$ cat src/rtl/winwd_pkg.sv
package winwd_pkg;

    localparam int REG_AW = 5;

    localparam logic [REG_AW-1:0] ADR_KEY  = 5'h00;
    localparam logic [REG_AW-1:0] ADR_CTRL = 5'h04;
    localparam logic [REG_AW-1:0] ADR_FCTL = 5'h08;
    localparam logic [REG_AW-1:0] ADR_WIN1 = 5'h0C;
    localparam logic [REG_AW-1:0] ADR_WIN2 = 5'h10;

    localparam int BIT_EN  = 0;
    localparam int BIT_SW  = 8;
    localparam int BIT_INT = 16;

    typedef enum logic [1:0] {
        ST_IDLE   = 2'd0,
        ST_CLOSED = 2'd1,
        ST_OPEN   = 2'd2,
        ST_TRIP   = 2'd3
    } wd_state_e;

    typedef struct packed {
        logic start;
        logic stop;
        logic refresh;
        logic violate;
        logic int_clr;
    } wd_cmd_t;

    function automatic logic is_counting(wd_state_e s);
        return (s == ST_CLOSED) || (s == ST_OPEN);
    endfunction

    function automatic logic cfg_writable(wd_state_e s);
        return (s == ST_IDLE) || (s == ST_OPEN);
    endfunction

endpackage

$ cat src/rtl/winwd_regs.sv
module winwd_regs
    import winwd_pkg::*;
#(
    parameter int CNT_W = 32
) (
    input  logic                 clk,
    input  logic                 rst,
    input  logic                 bus_sel,
    input  logic                 bus_wr,
    input  logic [REG_AW-1:0]    bus_addr,
    input  logic [31:0]          bus_wdata,
    input  wd_state_e            st,
    input  logic                 int_flag,
    output logic [31:0]          bus_rdata,
    output wd_cmd_t              cmd,
    output logic [CNT_W-1:0]     len1,
    output logic [CNT_W-1:0]     len2,
    output logic                 unlock_o
);

    logic             unlock_q;
    logic             armed_q;
    logic [31:0]      fctl_q;
    logic [CNT_W-1:0] len1_q;
    logic [CNT_W-1:0] len2_q;
    logic             wr_any;
    logic             ctrl_wr;
    logic             ctrl_eff;
    logic             arm;
    logic             cfg_ok;

    assign wr_any   = bus_sel & bus_wr;
    assign ctrl_wr  = wr_any && (bus_addr == ADR_CTRL);
    assign ctrl_eff = ctrl_wr & unlock_q;
    assign cfg_ok   = wr_any & cfg_writable(st);

    // Command decode: what an effective control write means in each phase
    always_comb begin
        cmd         = '0;
        arm         = 1'b0;
        cmd.int_clr = ctrl_eff & bus_wdata[BIT_INT];
        case (st)
            ST_IDLE:   cmd.start   = ctrl_eff & bus_wdata[BIT_EN];
            ST_CLOSED: cmd.violate = ctrl_eff & ~bus_wdata[BIT_SW];
            ST_OPEN: begin
                cmd.stop    = ctrl_eff & ~bus_wdata[BIT_EN];
                arm         = ctrl_eff & bus_wdata[BIT_EN] & ~bus_wdata[BIT_SW];
                cmd.refresh = ctrl_eff & bus_wdata[BIT_EN] & bus_wdata[BIT_SW] & armed_q;
            end
            default: ;
        endcase
    end

    always_ff @(posedge clk) begin
        if (rst) begin
            unlock_q <= 1'b0;
            armed_q  <= 1'b0;
            fctl_q   <= '0;
            len1_q   <= '0;
            len2_q   <= '0;
        end else begin
            if (ctrl_wr) begin
                unlock_q <= 1'b0;
            end else if (wr_any && (bus_addr == ADR_KEY)) begin
                unlock_q <= bus_wdata[0];
            end

            if ((st != ST_OPEN) || cmd.refresh || cmd.stop) begin
                armed_q <= 1'b0;
            end else if (arm) begin
                armed_q <= 1'b1;
            end

            if (cfg_ok && (bus_addr == ADR_FCTL)) fctl_q <= bus_wdata;
            if (cfg_ok && (bus_addr == ADR_WIN1)) len1_q <= bus_wdata[CNT_W-1:0];
            if (cfg_ok && (bus_addr == ADR_WIN2)) len2_q <= bus_wdata[CNT_W-1:0];
        end
    end

    always_comb begin
        bus_rdata = '0;
        case (bus_addr)
            ADR_KEY:  bus_rdata[0] = unlock_q;
            ADR_CTRL: begin
                bus_rdata[BIT_EN]  = is_counting(st);
                bus_rdata[BIT_SW]  = (st == ST_OPEN);
                bus_rdata[BIT_INT] = int_flag;
            end
            ADR_FCTL: bus_rdata = fctl_q;
            ADR_WIN1: bus_rdata = 32'(len1_q);
            ADR_WIN2: bus_rdata = 32'(len2_q);
            default:  bus_rdata = '0;
        endcase
    end

    assign len1     = len1_q;
    assign len2     = len2_q;
    assign unlock_o = unlock_q;

endmodule

$ cat src/rtl/winwd_core.sv
module winwd_core
    import winwd_pkg::*;
#(
    parameter int CNT_W = 32
) (
    input  logic             clk,
    input  logic             rst,
    input  wd_cmd_t          cmd,
    input  logic [CNT_W-1:0] len1,
    input  logic [CNT_W-1:0] len2,
    output wd_state_e        st,
    output logic             int_flag,
    output logic             tripped
);

    wd_state_e        st_q;
    logic [CNT_W-1:0] cnt_q;
    logic             int_q;
    logic             last;
    logic             skip_closed;

    assign last        = (cnt_q <= CNT_W'(1));
    assign skip_closed = (len1 == '0);

    always_ff @(posedge clk) begin
        if (rst) begin
            st_q  <= ST_IDLE;
            cnt_q <= '0;
            int_q <= 1'b0;
        end else begin
            if (cmd.int_clr) int_q <= 1'b0;
            case (st_q)
                ST_IDLE: begin
                    if (cmd.start) begin
                        st_q  <= skip_closed ? ST_OPEN : ST_CLOSED;
                        cnt_q <= skip_closed ? len2 : len1;
                    end
                end
                ST_CLOSED: begin
                    if (cmd.violate) begin
                        st_q <= ST_TRIP;
                    end else if (last) begin
                        st_q  <= ST_OPEN;
                        cnt_q <= len2;
                        int_q <= 1'b1;
                    end else begin
                        cnt_q <= cnt_q - CNT_W'(1);
                    end
                end
                ST_OPEN: begin
                    if (cmd.stop) begin
                        st_q <= ST_IDLE;
                    end else if (cmd.refresh) begin
                        st_q  <= skip_closed ? ST_OPEN : ST_CLOSED;
                        cnt_q <= skip_closed ? len2 : len1;
                    end else if (last) begin
                        st_q <= ST_TRIP;
                    end else begin
                        cnt_q <= cnt_q - CNT_W'(1);
                    end
                end
                default: ;
            endcase
        end
    end

    assign st       = st_q;
    assign int_flag = int_q;
    assign tripped  = (st_q == ST_TRIP);

endmodule

$ cat src/rtl/winwd_top.sv
module winwd_top
    import winwd_pkg::*;
#(
    parameter int CNT_W = 32
) (
    input  logic              clk,
    input  logic              rst,
    input  logic              bus_sel,
    input  logic              bus_wr,
    input  logic [REG_AW-1:0] bus_addr,
    input  logic [31:0]       bus_wdata,
    output logic [31:0]       bus_rdata,
    output logic              irq_o,
    output logic              wdt_rst_o
);

    wd_state_e        st;
    wd_cmd_t          cmd;
    logic [CNT_W-1:0] len1;
    logic [CNT_W-1:0] len2;
    logic             int_flag;
    logic             unlock;

    winwd_regs #(.CNT_W(CNT_W)) u_regs (
        .clk       (clk),
        .rst       (rst),
        .bus_sel   (bus_sel),
        .bus_wr    (bus_wr),
        .bus_addr  (bus_addr),
        .bus_wdata (bus_wdata),
        .st        (st),
        .int_flag  (int_flag),
        .bus_rdata (bus_rdata),
        .cmd       (cmd),
        .len1      (len1),
        .len2      (len2),
        .unlock_o  (unlock)
    );

    winwd_core #(.CNT_W(CNT_W)) u_core (
        .clk      (clk),
        .rst      (rst),
        .cmd      (cmd),
        .len1     (len1),
        .len2     (len2),
        .st       (st),
        .int_flag (int_flag),
        .tripped  (wdt_rst_o)
    );

    assign irq_o = int_flag;

endmodule

$ cat config.mk
export PLATFORM = sky130hd
export DESIGN_NAME = winwd_top
export DESIGN_NICKNAME = d
export VERILOG_FILES = /design/src/rtl/winwd_pkg.sv /design/src/rtl/winwd_regs.sv /design/src/rtl/winwd_core.sv /design/src/rtl/winwd_top.sv
export SDC_FILE = /design/constraint.sdc
export NUM_CORES = 1
export LEC_CHECK = 0
export ABC_AREA = 1
export BUFFER_PORTS_ARGS = -buffer_cell sky130_fd_sc_hd__buf_2
export CORE_MARGIN = 4
export CORE_UTILIZATION = 40
export CTS_BUF_LIST = sky130_fd_sc_hd__clkbuf_16
export DETAILED_ROUTE_END_ITERATION = 7
export HOLD_SLACK_MARGIN = 0.08
export MAX_ROUTING_LAYER = met4
export PLACE_DENSITY = 0.68
export RECOVER_POWER = 50
export SLEW_MARGIN = 20
export SYNTH_ARGS = -nofsm -noshare
export SYNTH_HDL_FRONTEND = slang
export SYNTH_SLANG_ARGS = --single-unit
$ cat constraint.sdc
create_clock -name clk -period 1.8 [get_ports clk]
set_input_delay 0.09 -clock clk [delete_from_list [all_inputs] [get_ports clk]]
set_output_delay 0.09 -clock clk [all_outputs]
set_load 0.05 [all_outputs]
==> impl_results.md <==
- Outcome: finished with violations
- Failing checks: negative setup slack
- Worst-path maximum fanout: 6
- Wl on met1: 11,800 um
- TritonCTS buffer count: 17
- Critical path depth in cells: 11
- Critical-path top delay cell: dfxtp_2
- # rows: 49
- # H-tree levels: 4
- Die X-Extent: 144 um
- P_leak: 4.97 nW
- Clock slew at reported path FFs: 0.06 ns
- Longest Clk Path Bufs: 2
- Reg2Reg Depth: 11
- MaxCap Viol Count: 0
- Hold Vio Cnt, Final: 0
- DRT Wirelength: 28,000 um
- Synthesized area per cell: 6.36 sq um
- Worst hold start: bus_addr[3]
- Final Core Density: 60.4%
- First-pass GRT wire length: 42,100 um
- Wire length on met2: 13,000 um
- Final Setup Violations: 30
- Top delay family on crit path: buffers and inverters
- Register area share after synthesis: a little over a third
- Pre-antenna DRT Iters: 6
- # IOs: 75
- # DRC: 0
- EDFF count, synth: 0
- Ys async rst share: 0%
- Max Slew Vio Count: 0
- TritonCTS clock tree: done
- Chip height: 144 um
- Clock Skew: 0.00717 ns
- Vias in the first global route: about 8,300
- Part of the cycle the worst path needs: 106%
- Critical Path Start Type: flip-flop
- Synth area leaders: dfxtp_1 36%, nor2_1 13%, nand2_1 11%
- VDD IR max: 0.000694 V
- Num Clock Sinks: 133
- Tmin final: 1.90 ns
- Worst-path cell chain: buf_6 > buf_4 > ha_1 > inv_1 > nand3_2 > nor2_4 > buf_4 > clkbuf_16 > nand3_1 > nor2_1 > nor2_1
- Routed WL per cell: approximately 17 um
- Layout cell share with drive strength beyond 1: 31.9%
- Reg-to-reg slack, setup: -0.10 ns
- Area grow syn2layout: 47.2%
- Worst EP arrival: 2.22 ns
- FF-to-FF Start: u_core.st[1]
- Final setup margin: -0.103 ns
- Largest net degree at the start of global routing: 130
- GRT Resource Usage Total: 25.9%
- 1st-iter DRT viols: 871
- Worst hold stages: 4
- Antenna Violating Nets Remaining: 0
- Slew HR: 54.1%
- Worst Path Buf+Inv: 5
- Reg2Reg Capture Point: u_core.cnt_q[1]
- RSZ-0062 raised after global routing: yes
- Max Clock Freq: 0.525 GHz
- Post-Syn Instances: 1,166
- Tightest Hold Check Type: input port to flip-flop
- PwrDens: 1260 mW/mm^2
- Yosys synthesis warning count: 0
- Synth unique cells: 40
- Worst Tran Pin Value: 0.692 ns
- Max layer used: met4
- CORE AREA: 0.0181 sq mm
- Met3 wire len: 2140 um
- Setup CP Type: flip-flop to flip-flop
- Clk root buf: clkbuf_16
- Vias per cell: 5.42
- Overflow after GRT: 0
- Post-DP Area: 0.00902 sq mm
- GP Congestion: 0.986
- Area leader, netlist: dfxtp_1
- Port bufs: 74
- CP max stage delay: 0.34 ns
- CP endpoint kind: flip-flop
- CP Data Required Time: 2.12 ns
- Net count after synthesis: 1,213
- Initial antenna violation count: 1
- Worst-Skew Late Latency: 0.43 ns
- DP HPWL: ~18,000 um
- Hold Path Sink: u_regs.unlock_o
- Netlist Area Pre-Place: 0.00741 sq mm
- Synth Register Bits: 133
- Final #Nets: between 1,000 and 1,500
- Initial core utilization: between 40% and 50%
- DR vias: just under 9,000
- Top cell type's share of synthesized area: 35.9%
- Synth Flop Type: dfxtp_1
- Die Area: about 0.021 sq mm
- Post-route cell area: 0.0109 sq mm
## through the flow
stage	std cells	hold slack, ns	setup WS (ns)	setup TNS [ns]	total power, mW
2_1_floorplan	1166	0.159	0.00164	0	6.25
3_3_place_gp	1554	0.342	-0.155	-3.38	8.34
3_5_place_dp	1554	0.343	-0.189	-4.35	8.35
4_1_cts	1633	0.0836	-0.0650	-0.747	12.5
5_1_grt	1648	0.117	-0.212	-4.15	14.4
6_report	1648	0.0972	-0.103	-1.21	13.8
## flip-flops by register name, summed over array words and instances, names as in the netlist
signal,count
u_core.st,2
u_regs.armed_q,1
u_core.int_flag,1
u_core.cnt_q,32
u_regs.len1,32
u_regs.fctl_q,32
u_regs.len2,32
u_regs.unlock_o,1
## placed cells by master, fill, tap and decap left out, types with 3 or more instances in the layout
| cell | instances |
|---|---|
| xor2_1 | 16 |
| nand2_4 | 4 |
| xnor2_1 | 6 |
| nand2_2 | 17 |
| o21ai_2 | 26 |
| ha_4 | 5 |
| buf_12 | 11 |
| buf_6 | 13 |
| nand3_1 | 77 |
| dlygate4sd3_1 | 33 |
| nor3_1 | 3 |
| nand3b_1 | 4 |
| buf_2 | 69 |
| inv_1 | 80 |
| nand3_4 | 3 |
| dfxtp_1 | 125 |
| a21oi_1 | 47 |
| nor2_2 | 35 |
| a21oi_2 | 6 |
| nor2_4 | 20 |
| nand2_1 | 203 |
| clkbuf_16 | 21 |
| o221ai_1 | 5 |
| inv_4 | 4 |
| nand3_2 | 12 |
| clkinvlp_4 | 3 |
| buf_4 | 146 |
| o21ai_1 | 15 |
| o21ai_0 | 102 |
| o211ai_1 | 24 |
| inv_2 | 29 |
| nand4_1 | 9 |
| clkinv_4 | 3 |
| nor2_1 | 204 |
| clkinv_1 | 3 |
| dfxtp_2 | 6 |
## power breakdown
| group | total, mW | switching, mW | internal, mW |
|---|---|---|---|
| registers | 3.38 | 0.204 | 3.18 |
| logic | 7.01 | 3.95 | 3.05 |
| clock network | 3.40 | 1.38 | 2.02 |
| total | 13.8 | 5.54 | 8.25 |
## layout make-up
type                    instances  area, sq um
flip-flops and latches        133         2680
diodes                          1         2.50
clock inverters                14          139
fillers                      1511         7170
repair buffers                282         2330
inverters                     113          434
multi-input cells             859         4620
well taps                     229          287
clock buffers                  17          425
## cells in the mapped netlist, types with 9 or more instances
| master | count |
|---|---|
| a21oi_1 | 53 |
| buf_2 | 15 |
| clkbuf_1 | 38 |
| dfxtp_1 | 133 |
| inv_1 | 90 |
| inv_2 | 22 |
| nand2_1 | 223 |
| nand3_1 | 90 |
| nand4_1 | 9 |
| nor2_1 | 248 |
| o211ai_1 | 24 |
| o21ai_0 | 122 |
| o21ai_1 | 22 |
| xor2_1 | 16 |
## kinds of logic (layout without fill, tap and decap cells)
group / Yosys count / in the layout / synth area share [%]
AND/OR/NAND/NOR: 598 / 598 / 33.9
flip-flops: 133 / 133 / 35.9
AO/OA/AOI/OAI: 233 / 233 / 17.1
buffers and inverters: 174 / 426 / 9.52
adder cells (fa/ha/maj): 6 / 6 / 1.01
other: 0 / 1 / 0
XOR/XNOR: 22 / 22 / 2.60
## metal layers
metal  track usage (%)  up-vias
met4              8.98        0
met1              34.7     4148
met2              39.3      448
met5                 -        -
li1                  -     4267
met3              4.99       76
## worst max path at each step
stage	startpoint	end	slack, ns
finish	u_core.st[1]	u_core.cnt_q[1]	-0.10
global route	u_core.st[1]	u_core.cnt_q[1]	-0.21
CTS	u_core.st[1]	bus_rdata[0]	-0.06
detailed placement	u_core.cnt_q[0]	u_core.cnt_q[31]	-0.19
global placement	u_core.cnt_q[0]	u_core.cnt_q[23]	-0.16
floorplan	u_core.cnt_q[0]	u_core.cnt_q[3]	0.002
## repair_timing
action | in CTS | in global routing
setup buffers | 12 | 11
gates resized for setup | 83 | 129
hold endpoints to repair | 97 | 0
pin swaps | 24 | 37
setup endpoints to repair | 41 | 59
hold buffers | 33 | 0
gates cloned | 3 | 4
## worst register-to-register path, cell delays in order, from the launching register on
cell and delay, ns:
dfxtp_2 0.34, buf_6 0.12, buf_4 0.12, ha_1 0.23, inv_1 0.11, nand3_2 0.10, nor2_4 0.16, buf_4 0.17
clkbuf_16 0.16, nand3_1 0.08, nor2_1 0.13, nor2_1 0.07
Power figures use the tool's default switching activity.
